**src/rtl/prb_pkg.sv**
```systemverilog
package prb_pkg;

    localparam int DW = 8;

    localparam logic [DW-1:0] OFF_PC    = 8'h03;
    localparam logic [DW-1:0] OFF_PB    = 8'h04;
    localparam logic [DW-1:0] OFF_LATCH = 8'h05;
    localparam logic [DW-1:0] OFF_DIR   = 8'h07;
    localparam logic [DW-1:0] OFF_INIT  = 8'h3D;

    typedef enum logic [2:0] {
        RS_NONE,
        RS_PB,
        RS_PC,
        RS_DIR,
        RS_LATCH,
        RS_INIT
    } reg_sel_e;

    typedef struct packed {
        logic          wr;
        logic          rd;
        logic [DW-1:0] off;
        logic [DW-1:0] wdata;
    } bus_evt_t;

    function automatic reg_sel_e decode_off(input logic [DW-1:0] off);
        case (off)
            OFF_PB:    return RS_PB;
            OFF_PC:    return RS_PC;
            OFF_DIR:   return RS_DIR;
            OFF_LATCH: return RS_LATCH;
            OFF_INIT:  return RS_INIT;
            default:   return RS_NONE;
        endcase
    endfunction

endpackage

```
**src/rtl/prb_bus_front.sv**
```systemverilog
module prb_bus_front import prb_pkg::*; (
    input  logic          clk,
    input  logic          rst,
    input  logic [DW-1:0] ad_in,
    input  logic          ale,
    input  logic          e,
    input  logic          rw,
    input  logic          sel,
    output bus_evt_t      evt
);

    logic          ale_q;
    logic          e_q;
    logic [DW-1:0] addr_lo;

    always_ff @(posedge clk) begin
        if (rst) begin
            ale_q   <= 1'b0;
            e_q     <= 1'b0;
            addr_lo <= '0;
        end else begin
            ale_q <= ale;
            e_q   <= e;
            if (ale_q && !ale)
                addr_lo <= ad_in;
        end
    end

    always_comb begin
        evt.wr    = e && !e_q && !rw && sel;
        evt.rd    = e && rw && sel;
        evt.off   = addr_lo;
        evt.wdata = ad_in;
    end


    addr_cap_chk: assert property (@(posedge clk) disable iff (rst)
        (ale_q && !ale) |=> (evt.off == $past(ad_in)));

endmodule

```
**src/rtl/prb_page.sv**
```systemverilog
module prb_page import prb_pkg::*; #(
    parameter int PAGE_W   = 4,
    parameter int RST_PAGE = 1
) (
    input  logic              clk,
    input  logic              rst,
    input  logic [PAGE_W-1:0] addr_hi,
    input  logic              cs_n,
    input  bus_evt_t          evt,
    output logic              sel,
    output logic [DW-1:0]     init_q
);

    localparam logic [DW-1:0] INIT_RST = DW'(RST_PAGE) << (DW - PAGE_W);

    logic locked;
    logic init_wr;

    assign init_wr = evt.wr && (decode_off(evt.off) == RS_INIT) && !locked;
    assign sel     = !cs_n && (addr_hi == init_q[DW-1 -: PAGE_W]);

    always_ff @(posedge clk) begin
        if (rst) begin
            init_q <= INIT_RST;
            locked <= 1'b0;
        end else if (init_wr) begin
            init_q <= evt.wdata;
            locked <= 1'b1;
        end
    end


    init_lock_chk: assert property (@(posedge clk) disable iff (rst)
        $past(locked) |-> $stable(init_q));


    page_move_chk: assert property (@(posedge clk) disable iff (rst)
        !$stable(init_q) |-> $past(evt.wr && evt.off == OFF_INIT));

endmodule

```
**src/rtl/prb_regs.sv**
```systemverilog
module prb_regs import prb_pkg::*; (
    input  logic          clk,
    input  logic          rst,
    input  bus_evt_t      evt,
    input  logic [DW-1:0] init_q,
    input  logic [DW-1:0] pc_in,
    input  logic          pc_stb,
    output logic [DW-1:0] pb_q,
    output logic [DW-1:0] pc_q,
    output logic [DW-1:0] dir_q,
    output logic [DW-1:0] rdata
);

    logic [DW-1:0] latch_q;
    logic          stb_q;
    reg_sel_e      rsel;

    assign rsel = decode_off(evt.off);

    always_ff @(posedge clk) begin
        if (rst) begin
            pb_q    <= '0;
            pc_q    <= '0;
            dir_q   <= '0;
            latch_q <= '0;
            stb_q   <= 1'b0;
        end else begin
            stb_q <= pc_stb;
            if (pc_stb && !stb_q)
                latch_q <= pc_in;
            if (evt.wr) begin
                case (rsel)
                    RS_PB:   pb_q  <= evt.wdata;
                    RS_PC:   pc_q  <= evt.wdata;
                    RS_DIR:  dir_q <= evt.wdata;
                    default: ;
                endcase
            end
        end
    end

    always_comb begin
        case (rsel)
            RS_PB:    rdata = pb_q;
            RS_PC:    rdata = (pc_q & dir_q) | (pc_in & ~dir_q);
            RS_DIR:   rdata = dir_q;
            RS_LATCH: rdata = latch_q;
            RS_INIT:  rdata = init_q;
            default:  rdata = '0;
        endcase
    end


    pb_write_chk: assert property (@(posedge clk) disable iff (rst)
        !$stable(pb_q) |-> $past(evt.wr && evt.off == OFF_PB));


    latch_stb_chk: assert property (@(posedge clk) disable iff (rst)
        !$stable(latch_q) |-> $past(pc_stb && !stb_q));

endmodule

```
**src/rtl/portrep_bus.sv**
```systemverilog
module portrep_bus import prb_pkg::*; #(
    parameter int PAGE_W   = 4,
    parameter int RST_PAGE = 1
) (
    input  logic              clk,
    input  logic              rst,
    input  logic [DW-1:0]     ad_in,
    output logic [DW-1:0]     ad_out,
    output logic              ad_oe,
    input  logic [PAGE_W-1:0] addr_hi,
    input  logic              ale,
    input  logic              e,
    input  logic              rw,
    input  logic              cs_n,
    input  logic [DW-1:0]     pc_in,
    input  logic              pc_stb,
    output logic [DW-1:0]     pb_out,
    output logic [DW-1:0]     pc_out,
    output logic [DW-1:0]     pc_dir
);

    bus_evt_t      evt;
    logic          sel;
    logic [DW-1:0] init_q;
    logic [DW-1:0] rdata;

    prb_bus_front u_front (
        .clk(clk), .rst(rst), .ad_in(ad_in), .ale(ale), .e(e),
        .rw(rw), .sel(sel), .evt(evt)
    );

    prb_page #(.PAGE_W(PAGE_W), .RST_PAGE(RST_PAGE)) u_page (
        .clk(clk), .rst(rst), .addr_hi(addr_hi), .cs_n(cs_n),
        .evt(evt), .sel(sel), .init_q(init_q)
    );

    prb_regs u_regs (
        .clk(clk), .rst(rst), .evt(evt), .init_q(init_q),
        .pc_in(pc_in), .pc_stb(pc_stb), .pb_q(pb_out),
        .pc_q(pc_out), .dir_q(pc_dir), .rdata(rdata)
    );

    assign ad_oe  = evt.rd;
    assign ad_out = ad_oe ? rdata : '0;


    drive_gate_chk: assert property (@(posedge clk) disable iff (rst)
        ad_oe |-> (e && rw));


    cs_block_chk: assert property (@(posedge clk) disable iff (rst)
        cs_n |-> (!ad_oe && $stable(pb_out) && $stable(pc_out) && $stable(pc_dir)));

endmodule

```
**config.mk**
```make
export PLATFORM = sky130hd
export DESIGN_NAME = portrep_bus
export DESIGN_NICKNAME = d
export VERILOG_FILES = /design/src/rtl/prb_pkg.sv /design/src/rtl/prb_bus_front.sv /design/src/rtl/prb_page.sv /design/src/rtl/prb_regs.sv /design/src/rtl/portrep_bus.sv
export SDC_FILE = /design/constraint.sdc
export NUM_CORES = 1
export LEC_CHECK = 0
export ABC_AREA = 1
export BUFFER_PORTS_ARGS = -buffer_cell sky130_fd_sc_hd__buf_2
export CAP_MARGIN = 40
export CORE_MARGIN = 1.5
export CORE_UTILIZATION = 42
export CTS_CLUSTER_DIAMETER = 30
export CTS_CLUSTER_SIZE = 20
export DETAILED_ROUTE_END_ITERATION = 10
export HOLD_SLACK_MARGIN = 0.15
export RECOVER_POWER = 25
export SYNTH_ARGS = -nofsm -noshare
export SYNTH_HDL_FRONTEND = slang
export SYNTH_SLANG_ARGS = --single-unit
```
**constraint.sdc**
```tcl
create_clock -name clk -period 1.9 [get_ports clk]
set_input_delay 0.38 -clock clk [delete_from_list [all_inputs] [get_ports clk]]
set_output_delay 0.38 -clock clk [all_outputs]
set_load 0.02 [all_outputs]
```
==> results of run 1 <==
## where the power goes
part	switching, W	internal [W]	total, W
clock	0.000367	0.000297	0.000664
sequential	0.0000168	0.00111	0.00113
combinational	0.000138	0.0000853	0.000223
## per-stage QoR
step | TNS (ps) | setup slack, ps | hold WS, ps
after global routing | -2476 | -324.2 | 283.7
after detailed placement | 0 | 22.05 | 459.8
after floorplan | 0 | 196.6 | 444.2
after CTS | -3653 | -175.0 | 268.6
final | -1585 | -213.0 | 276.9
after global placement | 0 | 59.69 | 455.1
## flip-flops by register name, summed over array words and instances, names as in the netlist, 8 cells and up
signal,count
u_regs.pc_q,8
u_page.init_q,8
u_front.addr_lo,8
u_regs.latch_q,8
u_regs.pb_q,8
u_regs.dir_q,8
## area by class of cell
type	count	share of cell area (%)
clock inverter	1	0.2065
clock buffer	7	2.374
sequential	52	29.15
multi-input combinational	317	43.19
tap	75	2.581
inverter	51	5.506
timing repair buffer	88	17.00
## how the worst min path moves through the flow
stage / start / slack, ps / end
after CTS: rst / 270 / u_front.e_q
final: rst / 280 / u_front.e_q
after global placement: u_front.addr_lo[6] / 460 / u_front.addr_lo[6]
after global routing: rst / 280 / u_front.e_q
after detailed placement: u_front.addr_lo[7] / 460 / u_front.addr_lo[7]
after floorplan: u_front.addr_lo[7] / 440 / u_front.addr_lo[7]
## cells by family (layout without fill, tap and decap cells)
kind of cell              count (synthesis)  in the layout  synth area share (%)
AOI/OAI and AO/OA                        41             41                 7.721
DFF                                      52             52                 38.70
and+or+nand+nor                         275            275                 43.86
xor gates and xnor gates                  1              1                0.3256
buffers and inverters                    63            147                 9.395
## what timing repair did
item                                    CTS  global route
resized for setup                        55            55
pin swaps                                20            34
buffers inserted                         14             3
endpoints found under the setup margin    8            42
## placed cells by master (no fill, tap or decap), types with 3 or more instances in the layout
master / instances
buf_4: 19
nor2_1: 76
nor2_2: 9
o21ai_0: 25
nand2_2: 31
clkbuf_1: 3
nand2_1: 103
nand3_1: 33
buf_12: 3
inv_1: 30
dfxtp_2: 9
buf_2: 50
dfxtp_1: 41
buf_6: 14
a21oi_1: 14
nor2_4: 16
inv_2: 18
clkbuf_8: 6
## routing by layer
metal,wire length [um],part of all wire (%)
met5,0,0
met4,71,0.95
met3,272,3.6
met2,3427,46
met1,3729,50
==> parameters.txt, run 1 <==
Parameter                              Value

GRT
  Overall overflow remaining after global route ... 0
  Number of antenna violations at the first check in global routing ... 0
  Pin count of the biggest net entering global routing ... 50
  Global Route met1 Usage ... 31.15%
  Met3 layer usage reported by global route ... 2.684%
  Busiest layer in global routing ... met2
  Number of global-route vias before repair ... 2757
  Global-route wire length before repair ... 12920 um
  Total track usage ... 22.95%
  Met2 track demand over resource ... 39.25%

Route
  Via Count ... 2828
  Antenna viol nets, final ... 0
  Initial DRC count ... 106
  Number of vias per cell ... 4.785
  Post-detailed-route wirelength per cell ... 12.69 um
  1st-pass router iterations ... 4
  Final routed DRC violation total ... 0
  Wirelength, routed ... 7501 um

STA
  Max transition margin ... 55.09%
  Setup WS post-layout ... -213.0 ps
  Final count of negative-setup-slack endpoints ... 8
  Final min period ... 2113 ps
  Least-Margin Pin Slew ... 673.7 ps
  Crit share post-route ... 111.2%
  Max-slew violation count ... 0
  Count of final hold-check violations ... 0
  Final worst clock skew ... 11.87 ps
  Setup repair after global routing missed its margin ... yes
  Highest Clock Rate ... 0.4733 GHz

Setup path
  Category of the critical setup timing path ... register to output pin
  Stages on worst setup path ... 11
  Critical path endpoint ... ad_out[3]
  Data required time of the critical path ... 1520 ps
  Worst r2r path cells ... 12
  Element type at the critical path start ... register
  Kind of cell with the highest combined delay on the critical path ... simple AND/OR/NAND/NOR gates
  Worst Path Arrival ... 1730 ps
  CP Cell Sequence ... inv_2 > nand2_2 > nand2_2 > nor2_4 > nand3_2 > inv_2 > nand2_2 > nor2_4 > nand2_1 > inv_2 > buf_6
  Setup slack, reg-to-reg ... 90 ps
  Endpoint class of the critical path ... output pin
  Crit-path max FO ... 8
  Terminus of the critical flop-to-flop path ... u_regs.pc_q[5]
  Worst reg2reg path startpoint ... u_front.addr_lo[6]
  Critical Path Start ... u_page.init_q[6]
  Largest stage delay on the critical path ... 380 ps
  Worst path bufs/invs ... 4
  Slowest stage cell, crit path ... dfxtp_4

Synth
  Synth top cells by count ... 132 x nand2_1, 90 x nor2_1, 52 x dfxtp_1
  Fraction of post-synthesis cell area in the top cell type by area ... 38.70%
  Number of different library cells in the post-synthesis netlist ... 21
  Flip-flop and latch count after synthesis ... 52
  Library cell with the highest instance count after synthesis ... nand2_1
  Cell type contributing the most total cell area after synthesis ... dfxtp_1
  Register area share after synthesis ... 38.70%
  Netlist area before placement ... 2690 sq um
  Ys Warns ... 0
  Synthesized net count ... 459
  Synthesized instance count ... 432
  Share of flip-flops with an asynchronous set or reset ... 0%
  Main flop type after synthesis ... dfxtp_1
  Number of synthesized flops with an enable pin ... 0
  Area contributors post-synth ... dfxtp_1 39%, nand2_1 18%, nor2_1 13%
  Average size of a mapped cell ... 6.227 sq um

Place
  Cell area after placement ... 3163 sq um
  Final HPWL DP ... 5239 um
  Dpl cells ... 570
  Count of input and output buffers ... 59
  Gpl congestion ... 0.7991

Cells and area
  Synthesis-to-finish area growth ... 35.16%
  Fraction of final layout cells with drive strength greater than 1 ... 36.24%
  Fraction of the core area covered by cells at the end of the flow ... 59.99%
  Area of all placed cells without fillers ... 3636 sq um
  Total of fill cells in the finished design ... 619
  Number of nets in the layout ... 542
  Antenna Diode Count ... 0
  Multi-input combinational cell area ... 1570 sq um
  Number of cells in the finished layout apart from fillers ... 591
  Register Area ... 1060 sq um

CTS
  Post-CTS clock slew at the launch and capture registers of the worst setup and hold paths ... 100 ps
  CTS tree ... done
  Num Clock Sinks ... 52
  Worst-case clock buffer depth ... 2
  Worst skew pair latency ... 310 ps
  Count of hold-fix buffers inserted at cts ... 0
  Number of CTS-inserted buffers ... 5
  Number of H-tree levels ... 2
  Root buf cell ... clkbuf_8

Status
  Violations in the final reports ... negative setup slack
  Status ... finished with violations

Die
  Die Ht ... 83.03 um
  FP Rows ... 28
  Width of the die ... 83.03 um
  Core Footprint ... 6061 sq um
  I/O pin count ... 60
  Starting density of the core ... 44.38%
  Die footprint ... 6894 sq um

Min path
  Hold path depth ... 2
  Class of the worst hold path ... input port to register

Power
  Worst vdd ir ... 0.3599 mV
  Leak ... 1.789 nW
  Power after layout ... 0.002018 W
  Pwr dens ... 554.9 nW/um^2

Run
  Max Cap Viol ... 0
Power figures use the tool's default switching activity.
==> run 2, diff against run 1 <==
- ABC_AREA: 1 -> 0
- REMOVE_ABC_BUFFERS: default -> 1
==> parameters.txt, run 2 <==
Parameter                              Value

Synth
  Netlist area before placement ... 2698 sq um (+0.28%)
  Area contributors post-synth ... dfxtp_1 39%, mux2i_1 22%, nand2b_1 9.7%
  Synth top cells by count ... 58 x mux2i_1, 52 x dfxtp_1, 42 x nand2b_1
  Share of flip-flops with an asynchronous set or reset ... 0% (unchanged)
  Flip-flop and latch count after synthesis ... 52 (unchanged)
  Library cell with the highest instance count after synthesis ... mux2i_1
  Register area share after synthesis ... 38.59% (-0.11 points)
  Average size of a mapped cell ... 9.739 sq um (+56%)
  Ys Warns ... 0 (unchanged)
  Number of different library cells in the post-synthesis netlist ... 38 (+81%)
  Main flop type after synthesis ... dfxtp_1
  Number of synthesized flops with an enable pin ... 0 (unchanged)
  Fraction of post-synthesis cell area in the top cell type by area ... 38.59% (-0.11 points)
  Synthesized instance count ... 277 (-36%)
  Cell type contributing the most total cell area after synthesis ... dfxtp_1

Setup path
  Worst reg2reg path startpoint ... u_page.init_q[4]
  Terminus of the critical flop-to-flop path ... u_regs.pb_q[1]
  Worst r2r path cells ... 8 (-4)
  Endpoint class of the critical path ... output pin
  Crit-path max FO ... 4 (-4)
  Worst Path Arrival ... 2080 ps (+350 ps)
  Setup slack, reg-to-reg ... 140 ps (+50 ps)
  Element type at the critical path start ... register
  Data required time of the critical path ... 1520 ps (about the same)
  Category of the critical setup timing path ... register to output pin

Power
  Pwr dens ... 536.6 nW/um^2 (-3.3%)
  Clock power share ... 30.3% (-2.6 points)
  Part of the total power dissipated in sequential elements ... 55.7% (-0.3 points)
  Leak ... 1.747 nW (-2.3%)
  Cell-internal power ... 0.001502 W (+0.41%)
  Switching portion of total power ... 25.31% (-0.56 points)
  Combinational fraction of design power ... 14.0% (+2.9 points)
  Worst vdd ir ... 0.3398 mV (-5.6%)
  P_sw ... 0.0005089 W (-2.5%)
  Power after layout ... 0.002011 W (-0.34%)

Status
  Violations in the final reports ... negative setup slack
  Status ... finished with violations

CTS
  Number of CTS-inserted buffers ... 5 (unchanged)
  Count of hold-fix buffers inserted at cts ... 0 (unchanged)
  CTS tree ... done
  Root buf cell ... clkbuf_8
  Num Clock Sinks ... 52 (unchanged)
  Number of H-tree levels ... 2 (unchanged)
  Post-CTS clock slew at the launch and capture registers of the worst setup and hold paths ... 90 ps (about the same)
  Worst skew pair latency ... 310 ps (about the same)
  Worst-case clock buffer depth ... 2 (unchanged)

Die
  Die footprint ... 6912 sq um (+0.27%)
  Die Ht ... 83.14 um (+0.13%)
  FP Rows ... 29 (+3.6%)
  I/O pin count ... 60 (unchanged)
  Width of the die ... 83.14 um (+0.13%)
  Core Footprint ... 6277 sq um (+3.6%)
  Starting density of the core ... 42.97% (-1.4 points)

Place
  Count of input and output buffers ... 59 (unchanged)
  Gpl congestion ... 0.8384 (+4.9%)
  Final HPWL DP ... 5389 um (+2.9%)

Route
  Post-detailed-route wirelength per cell ... 16.90 um (+33%)
  Via Count ... 2413 (-15%)
  1st-pass router iterations ... 4 (unchanged)
  Number of vias per cell ... 5.269 (+10%)
  Antenna viol nets, final ... 0 (unchanged)
  Final routed DRC violation total ... 0 (unchanged)
  Wirelength, routed ... 7740 um (+3.2%)
  Initial DRC count ... 132 (+25%)

GRT
  Total track usage ... 22.40% (-0.56 points)
  Number of antenna violations at the first check in global routing ... 0 (unchanged)
  Global-route wire length before repair ... 12190 um (-5.7%)
  Pin count of the biggest net entering global routing ... 38 (-24%)
  Number of global-route vias before repair ... 2424 (-12%)
  Overall overflow remaining after global route ... 0 (unchanged)

Cells and area
  Commonest cells after routing, fill and taps aside ... 58 x mux2i_1, 50 x buf_2, 45 x buf_4, 45 x dfxtp_1, 41 x nand2b_1
  Antenna Diode Count ... 0 (unchanged)
  Number of nets in the layout ... 408 (-25%)
  Most common library cell in the layout ignoring fill and taps ... mux2i_1
  Synthesis-to-finish area growth ... 38.91%
  Fraction of the core area covered by cells at the end of the flow ... 59.70% (-0.29 points)
  Fraction of final layout cells with drive strength greater than 1 ... 42.52% (+6.3 points)

STA
  Least-Margin Pin Slew ... 1312 ps (+637.9 ps)
  Crit share post-route ... 129.5% (+18 points)
  Highest Clock Rate ... 0.4065 GHz (-14%)
  Hold Worst Slack ... 299.0 ps (+22.04 ps)
  Max transition margin ... 12.56% (-43 points)
  Final worst clock skew ... 3.890 ps (-7.982 ps)
  Count of final hold-check violations ... 0 (unchanged)
  Setup repair after global routing missed its margin ... yes
  Max-slew violation count ... 0 (unchanged)
  Final count of negative-setup-slack endpoints ... 9 (+1)
  Final min period ... 2460 ps (+347.0 ps)
  Setup WS post-layout ... -560.0 ps (-347.0 ps)

Min path
  Hold wc startpoint ... pc_stb
  Hold path depth ... 2 (unchanged)
  Worst Hold End ... u_regs.stb_q
  Class of the worst hold path ... input port to register

Run
  Max Cap Viol ... 0 (unchanged)
[run 2: changes by cell type in the layout (fill, tap and decap cells not counted), moves of 25 or more]
cell      delta
nand2_1     -95
mux2i_1     +58
nor2_1      -55
nand2b_1    +41
nand2_2     -31
nand3_1     -31
inv_1       -28
buf_4       +26
o21ai_0     -25
[run 2: kinds of logic (layout without fill, tap and decap cells)]
kind of cell           count (synthesis)  count (layout)  share of synthesized area (%)
XOR/XNOR                               4               4                          1.299
multiplexers                          64              64                          24.03
flip-flops                            52              52                          38.59
buffers and inverters                 21             125                          3.571
AND/OR/NAND/NOR                      109             109                          24.63
AO/OA/AOI/OAI                         27              27                          7.885
[run 2: per-layer routing]
| layer | vias to the layer above | routed length (um) | global-route usage (%) |
|---|---|---|---|
| met5 | - | 0 | 0 |
| met4 | 0 | 124 | 7.121 |
| met3 | 9 | 303 | 3.976 |
| met2 | 58 | 3755 | 37.10 |
| met1 | 1155 | 3557 | 29.72 |
| li1 | 1191 | - | - |
[run 2: what timing repair did]
item / 4_1_cts / 5_1_grt
pin swaps: 10 / 12
setup buffers: 5 / 2
gates resized for setup: 45 / 20
gates cloned: 1 / 0
endpoints found under the setup margin: 9 / 9
[run 2: stage by stage]
stage / TNS, ps / cell area, sq um / instances / setup WS (ps)
after floorplan: -2758 / 2609 / 258 / -390.7
after global placement: -1475 / 3393 / 443 / -281.5
after detailed placement: -1323 / 3393 / 443 / -228.9
after CTS: -3158 / 3674 / 456 / -440.6
after global routing: -4094 / 3747 / 458 / -600.4
final: -3318 / 3747 / 458 / -560.0
[run 2: power groups by stage]
| stage | clock (W) | sequential, W | combinational, W |
|---|---|---|---|
| after CTS | 0.000627 | 0.00112 | 0.000272 |
| final | 0.000609 | 0.00112 | 0.000281 |
| after global routing | 0.000674 | 0.00112 | 0.000304 |
| after detailed placement | 0 | 0.00115 | 0.000253 |
| after global placement | 0 | 0.00115 | 0.000252 |
| after floorplan | 0 | 0.00115 | 0.000105 |
[run 2: cell type report]
cell class | count | area [sq um]
Sequential cell | 52 | 1055
Clock buffer | 6 | 72.57
Multi-Input combinational cell | 204 | 1722
Tap cell | 77 | 96.34
Fill cell | 581 | 2530
Timing Repair Buffer | 116 | 789.5
Inverter | 2 | 7.507
Clock inverter | 1 | 5.005
[run 2: worst max path at each step]
stage	start	endpoint	depth (start not counted)
after CTS	u_front.addr_lo[6]	ad_out[3]	6
final	u_front.addr_lo[7]	ad_out[0]	6
after detailed placement	u_front.addr_lo[1]	ad_out[3]	5
after global routing	u_front.addr_lo[7]	ad_out[0]	6
after floorplan	u_front.addr_lo[1]	ad_out[3]	4
after global placement	u_front.addr_lo[1]	ad_out[3]	5
[run 2: worst max-delay path: stages, from the launching register on]
cell	delay (ps)
dfxtp_2	340
or3b_4	440
buf_4	150
o32ai_2	240
nand2_1	120
a211oi_2	280
buf_4	200
